**src/rtl/sdc_pkg.sv**
```systemverilog
package sdc_pkg;
   typedef enum logic [3:0] {
      ST_IDLE  = 4'd0,
      ST_READY = 4'd1,
      ST_IDENT = 4'd2,
      ST_STBY  = 4'd3,
      ST_TRAN  = 4'd4,
      ST_DATA  = 4'd5
   } card_state_t;

   typedef enum logic [1:0] {
      RSP_NONE = 2'd0,
      RSP_R1   = 2'd1,
      RSP_R2   = 2'd2,
      RSP_R3   = 2'd3
   } rsp_kind_t;
endpackage

```
**src/rtl/sdc_cmd_decode.sv**
```systemverilog
module sdc_cmd_decode
   import sdc_pkg::*;
(
   input  card_state_t state,
   input  logic        spi,
   input  logic [5:0]  idx,
   input  logic        app,
   output card_state_t nxt,
   output rsp_kind_t   rsp,
   output logic        illegal,
   output logic        load,
   output logic        sel_cid
);
   logic is_reg_cmd;
   assign is_reg_cmd = !app && (idx == 6'd9 || idx == 6'd10);

   always_comb begin
      nxt     = state;
      rsp     = RSP_NONE;
      illegal = 1'b0;
      load    = 1'b0;
      sel_cid = (idx == 6'd10);
      if (!app && idx == 6'd0) begin
         nxt = ST_IDLE;
         rsp = spi ? RSP_R1 : RSP_NONE;
      end else if (spi) begin
         if ((!app && idx == 6'd1) || (app && idx == 6'd41)) begin
            nxt = ST_TRAN;
            rsp = RSP_R1;
         end else if (is_reg_cmd && state == ST_TRAN) begin
            nxt  = ST_DATA;
            rsp  = RSP_R1;
            load = 1'b1;
         end else begin
            illegal = 1'b1;
         end
      end else begin
         if (app && idx == 6'd41 && state == ST_IDLE) begin
            nxt = ST_READY;
            rsp = RSP_R3;
         end else if (!app && idx == 6'd2 && state == ST_READY) begin
            nxt = ST_IDENT;
            rsp = RSP_R2;
         end else if (!app && idx == 6'd3 && (state == ST_IDENT || state == ST_STBY)) begin
            nxt = ST_STBY;
            rsp = RSP_R1;
         end else if (!app && idx == 6'd7 && state == ST_STBY) begin
            nxt = ST_TRAN;
            rsp = RSP_R1;
         end else if (is_reg_cmd && state == ST_STBY) begin
            rsp = RSP_R2;
         end else begin
            illegal = 1'b1;
         end
      end
   end
endmodule

```
**src/rtl/sdc_reg_reader.sv**
```systemverilog
module sdc_reg_reader #(
   parameter int                        REG_BYTES = 16,
   parameter logic [8*REG_BYTES-1:0]    CSD_VALUE = '0,
   parameter logic [8*REG_BYTES-1:0]    CID_VALUE = '0
) (
   input  logic       clk,
   input  logic       rst_n,
   input  logic       load,
   input  logic       load_cid,
   input  logic       rd_en,
   output logic [7:0] rd_data,
   output logic       last
);
   localparam int OFF_W = (REG_BYTES > 1) ? $clog2(REG_BYTES) : 1;
   localparam logic [OFF_W-1:0] OFF_LAST = OFF_W'(REG_BYTES - 1);

   logic [7:0]       csd_b [REG_BYTES];
   logic [7:0]       cid_b [REG_BYTES];
   logic [OFF_W-1:0] off_q;
   logic             sel_q;

   for (genvar g = 0; g < REG_BYTES; g++) begin : g_slice
      assign csd_b[g] = CSD_VALUE[8*(REG_BYTES-1-g) +: 8];
      assign cid_b[g] = CID_VALUE[8*(REG_BYTES-1-g) +: 8];
   end

   assign last = (off_q == OFF_LAST);

   always_ff @(posedge clk or negedge rst_n) begin
      if (!rst_n) begin
         off_q   <= '0;
         sel_q   <= 1'b0;
         rd_data <= 8'h00;
      end else begin
         if (rd_en) begin
            rd_data <= sel_q ? cid_b[off_q] : csd_b[off_q];
            off_q   <= last ? '0 : off_q + 1'b1;
         end
         if (load) begin
            off_q <= '0;
            sel_q <= load_cid;
         end
      end
   end
endmodule

```
**src/rtl/sdcard_cmd_core.sv**
```systemverilog
module sdcard_cmd_core
   import sdc_pkg::*;
#(
   parameter int                        REG_BYTES   = 16,
   parameter int                        STATE_LSB   = 9,
   parameter int                        ILLEGAL_BIT = 22,
   parameter logic [8*REG_BYTES-1:0]    CSD_VALUE   = {8*REG_BYTES{1'b0}} | 128'h0026_0032_5F59_83C8_BEFB_CFFF_9280_40DF,
   parameter logic [8*REG_BYTES-1:0]    CID_VALUE   = {8*REG_BYTES{1'b0}} | 128'h1B53_4D53_4430_3110_0000_0001_0078_1201
) (
   input  logic        clk,
   input  logic        rst_n,
   input  logic        spi_mode,
   input  logic        cmd_valid,
   input  logic [5:0]  cmd_index,
   input  logic        cmd_app,
   output logic        rsp_valid,
   output logic [1:0]  rsp_type,
   output logic [31:0] card_status,
   output logic        data_ready,
   input  logic        rd_strobe,
   output logic [7:0]  rd_data
);
   localparam int STATE_W = 4;

   if (REG_BYTES < 2) begin : g_bad_bytes
      $error("REG_BYTES must be at least 2");
   end
   if (STATE_LSB < 0 || STATE_LSB + STATE_W > 32) begin : g_bad_field
      $error("state field must lie inside the status word");
   end
   if (ILLEGAL_BIT < 0 || ILLEGAL_BIT > 31 ||
       (ILLEGAL_BIT >= STATE_LSB && ILLEGAL_BIT < STATE_LSB + STATE_W)) begin : g_bad_ill
      $error("illegal flag must lie outside the state field");
   end

   card_state_t state_q, dec_nxt;
   rsp_kind_t   dec_rsp;
   logic        spi_q, cap_pend_q, ill_q;
   logic        dec_ill, dec_load, dec_cid;
   logic        rd_fire, rd_last;

   sdc_cmd_decode u_decode (
      .state   (state_q),
      .spi     (spi_q),
      .idx     (cmd_index),
      .app     (cmd_app),
      .nxt     (dec_nxt),
      .rsp     (dec_rsp),
      .illegal (dec_ill),
      .load    (dec_load),
      .sel_cid (dec_cid)
   );

   assign rd_fire = rd_strobe && (state_q == ST_DATA);

   sdc_reg_reader #(
      .REG_BYTES (REG_BYTES),
      .CSD_VALUE (CSD_VALUE),
      .CID_VALUE (CID_VALUE)
   ) u_reader (
      .clk      (clk),
      .rst_n    (rst_n),
      .load     (cmd_valid && dec_load),
      .load_cid (dec_cid),
      .rd_en    (rd_fire),
      .rd_data  (rd_data),
      .last     (rd_last)
   );

   always_ff @(posedge clk or negedge rst_n) begin
      if (!rst_n) begin
         cap_pend_q <= 1'b1;
         spi_q      <= 1'b0;
      end else if (cap_pend_q) begin
         cap_pend_q <= 1'b0;
         spi_q      <= spi_mode;
      end
   end

   always_ff @(posedge clk or negedge rst_n) begin
      if (!rst_n) begin
         state_q   <= ST_IDLE;
         ill_q     <= 1'b0;
         rsp_valid <= 1'b0;
         rsp_type  <= RSP_NONE;
      end else begin
         rsp_valid <= cmd_valid;
         if (cmd_valid) begin
            rsp_type <= dec_rsp;
            ill_q    <= dec_ill;
         end
         if (cmd_valid && !dec_ill) state_q <= dec_nxt;
         else if (rd_fire && rd_last) state_q <= ST_TRAN;
      end
   end

   always_comb begin
      card_status = '0;
      card_status[STATE_LSB +: STATE_W] = state_q;
      card_status[ILLEGAL_BIT] = ill_q;
   end

   assign data_ready = (state_q == ST_DATA);
endmodule

```
**config.mk**
```make
export PLATFORM = sky130hd
export DESIGN_NAME = sdcard_cmd_core
export DESIGN_NICKNAME = d
export VERILOG_FILES = /design/src/rtl/sdc_pkg.sv /design/src/rtl/sdc_cmd_decode.sv /design/src/rtl/sdc_reg_reader.sv /design/src/rtl/sdcard_cmd_core.sv
export SDC_FILE = /design/constraint.sdc
export NUM_CORES = 1
export LEC_CHECK = 0
export ABC_AREA = 0
export BUFFER_PORTS_ARGS = -buffer_cell sky130_fd_sc_hd__buf_4
export CAP_MARGIN = 10
export CORE_MARGIN = 2
export CORE_UTILIZATION = 38
export DETAILED_ROUTE_END_ITERATION = 10
export GPL_ROUTABILITY_DRIVEN = 0
export GPL_TIMING_DRIVEN = 0
export PLACE_DENSITY = 0.69
export SLEW_MARGIN = 20
export SYNTH_ARGS = -nofsm -noshare
export SYNTH_HDL_FRONTEND = slang
export SYNTH_HIERARCHICAL = 1
export SYNTH_SLANG_ARGS = --single-unit
export TNS_END_PERCENT = 5
```
**constraint.sdc**
```tcl
create_clock -name clk -period 2.5 [get_ports clk]
set_clock_uncertainty 0.1 [all_clocks]
set_input_delay 0.25 -clock clk [delete_from_list [all_inputs] [get_ports clk]]
set_output_delay 0.25 -clock clk [all_outputs]
set_load 0.02 [all_outputs]
```
==> out/qor.yml <==
layout:
  diodes: 0
  nets: 307
  syn2layout_area_growth_pct: 21.8
  final-instance-count-excl-fill: 352
  fin_area_mm2: 0.00252
  drive_gt1_share_pct: 35.8
sta:
  hold_viol_final: 0
  tns_ps: 0
  rsz0062_at_grt: "false"
  final-setup-viol-count: 0
  drv_slew: 0
  clock.fmax_mhz: 414
  layout_setup_ws_ps: 84.7
  finalCriticalPeriod_ps: 2420
  fin_crit_sh_pct: 96.6
clock_tree:
  clk_path_buf_depth: 2
  cts_root_buffer: "clkbuf_8"
  clock-sinks: 23
  clk_pin_slew_worst_paths_ps: 90
  cts_tree: "yes"
  cts_buffers: 3
  htreeDepth: 1
  clk_latency_ps: 270
routing:
  viasPerCell: 5.15
  avgRoutedWirePerCell_um: 13.3
  ant_nets: 0
  vias: 1813
  drc: 0
  drt_wl_total_um: 4700
  drt-initial-drc-count: 164
  first_pass_iters: 4
global_routing:
  grt_pass1_vias: 1607
  grt_pass1_wl_um: 7740
  grt-ovfl-total: 0
  global_route.usage.total_pct: 15.7
  grt_max_degree: 24
  antenna_found_initial: 0
critical_path:
  cp-end-kind: "flip-flop"
  cp-start-kind: "flip-flop"
  cp.arrival_ps: 2470
  critPathKind: "reg2reg"
  cp_max_fo: 10
  required_ps: 2560
logic_synthesis:
  seq_area_frac_synth_pct: 27.8
  ys.flop_type: "dfrtp_1"
  ys_async_sr_fraction_pct: 100
  synth_area_mm2: 0.00207
  syn_area_per_cell_um2: 9.30
  postSynthCellCount: 223
  yosys_warnings: 6
  ys_ff_latch: 23
  synth_edf_count: 0
  ys_types: 64
placed_design:
  dp_cells: 347
  dp_hpwl_um: 3450
  place_ws_ps: 85.8
  placed_area_mm2: 0.00246
  port_buffers: 27
die:
  fp.dieH_um: 77.9
  start_util_pct: 40.1
  row_count: 26
  die_w_um: 77.9
  pin_count: 56
  coreArea_mm2: 0.00517
  dieArea_mm2: 0.00606
power_and_ir_drop:
  power.density_mw_per_mm2: 313
  power_w: 0.000789
  ir_drop_v: 0.000312
  p_leak_nw: 1.19
hold_path:
  hp-class: "in2reg"
job:
  max_cap_viol_count: 0
run_status:
  outcome: "complete, no violations"
==> registers in the layout (all words and copies together), names as in the netlist <==
register and flops:
u_reader/rd_data 8, state_q 4, u_reader/off_q 4, rsp_type 2, cap_pend_q 1, ill_q 1
rsp_valid 1, spi_q 1, u_reader/sel_q 1
==> Yosys cell counts, types with 2 or more instances <==
library cell | count | area [um^2]
buf_4 | 32 | 240
or4_4 | 3 | 33.8
nor4_1 | 2 | 12.5
nor2_1 | 12 | 45.0
or3_1 | 2 | 12.5
mux2i_1 | 2 | 20.0
nor2b_1 | 5 | 31.3
nand2b_1 | 2 | 12.5
inv_1 | 10 | 37.5
o21ai_0 | 7 | 35.0
buf_2 | 2 | 10.0
a211oi_1 | 2 | 15.0
mux2_2 | 9 | 101
nor4b_1 | 3 | 26.3
mux2_4 | 3 | 45.0
nand3_1 | 7 | 35.0
and3_1 | 2 | 12.5
nand2_1 | 14 | 52.6
nor3_1 | 5 | 25.0
a21oi_1 | 15 | 75.1
ha_1 | 12 | 150
a211oi_2 | 2 | 25.0
o311ai_0 | 2 | 17.5
a311oi_1 | 4 | 35.0
dfrtp_1 | 22 | 551
clkbuf_1 | 2 | 7.51
nand4_1 | 3 | 18.8
==> power by group <==
group | switching [W] | internal, W
clock network | 0.000125 | 0.000113
registers | 0.0000102 | 0.000379
logic | 0.0000915 | 0.0000706
==> per-stage QoR <==
step           util, %  hold WS (ps)
2_1_floorplan        -          -146
3_3_place_gp      47.7          66.6
3_5_place_dp      47.7          64.9
4_1_cts           48.8          48.5
5_1_grt           48.8          41.0
6_report          48.8          58.6
==> path summary, 6_finish.rpt <==
| check | from | to | slack, ps | cells after the start |
|---|---|---|---|---|
| setup reg to reg | state_q[1]$_DFFE_PN0P_ | state_q[2]$_DFFE_PN0P_ | 80 | 7 |
| setup / recovery | state_q[1]$_DFFE_PN0P_ | state_q[2]$_DFFE_PN0P_ | 80 | 7 |
| hold / removal | cmd_valid | rsp_valid$_DFF_PN0_ | 60 | 1 |
| min in group asynchronous | rst_n | u_reader/rd_data[5]$_DFFE_PN0P_ | 300 | 2 |
| max in group asynchronous | rst_n | cap_pend_q$_DFF_PN1_ | 1700 | 2 |
| hold reg to reg | u_reader/rd_data[2]$_DFFE_PN0P_ | u_reader/rd_data[2]$_DFFE_PN0P_ | 400 | 1 |
==> cells by family after synthesis <==
family	count (synthesis)	synth area share, %
AO/OA/AOI/OAI	44	15.1
XOR/XNOR	1	0.423
adder cells (fa/ha/maj)	12	7.24
buffers and inverters	48	15.0
flip-flops	23	27.8
multiplexers	15	9.11
other	1	0.181
AND/OR/NAND/NOR	79	25.2
==> worst max-delay path, stage by stage (launching register included) <==
cell       delay [ps]
dfrtp_1           420
buf_4             180
or3b_1            390
a2111oi_2         440
or4_4             220
a211oi_2           70
nand2b_4          190
mux2_4            300
==> timing repair <==
action                                  4_1_cts  5_1_grt
hold buffers                                  1        0
setup buffers                                 0        0
gates resized for setup                       0        1
endpoints found under the hold margin        22        0
endpoints found under the setup margin        0        3
==> cells in the final DEF (no fill, tap or decap), drive strengths merged, types with 2 or more instances in the layout <==
master and n:
a211oi 4, a21oi 16, a311oi 4, and2 2, and3 2, buf 62, clkbuf 5, conb 28
dfrtp 22, ha 12, inv 11, mux2 12, mux2i 2, nand2 14, nand2b 3, nand3 7
nand4 3, nor2 12, nor2b 5, nor3 5, nor3b 2, nor4 4, nor4b 4, o21ai 8
o311ai 2, or3 3, or3b 2, or4 4
==> cell type report <==
cell class / count / area [um^2]
Clock buffer: 3 / 41.3
Tap cell: 70 / 87.6
Clock inverter: 1 / 7.51
Sequential cell: 23 / 578
Multi-Input combinational cell: 179 / 1290
Fill cell: 507 / 2650
Buffer: 37 / 269
Timing Repair Buffer: 28 / 213
Inverter: 11 / 41.3
==> layer usage <==
metal | vias up | wire length [um] | track usage (%)
met5 | - | 0 | 0
met4 | 0 | 49 | 4.46
met3 | 7 | 308 | 3.37
met2 | 74 | 2240 | 25.9
met1 | 858 | 2100 | 20.5
li1 | 874 | - | -
No activity file was read; power rests on OpenSTA's default activity.
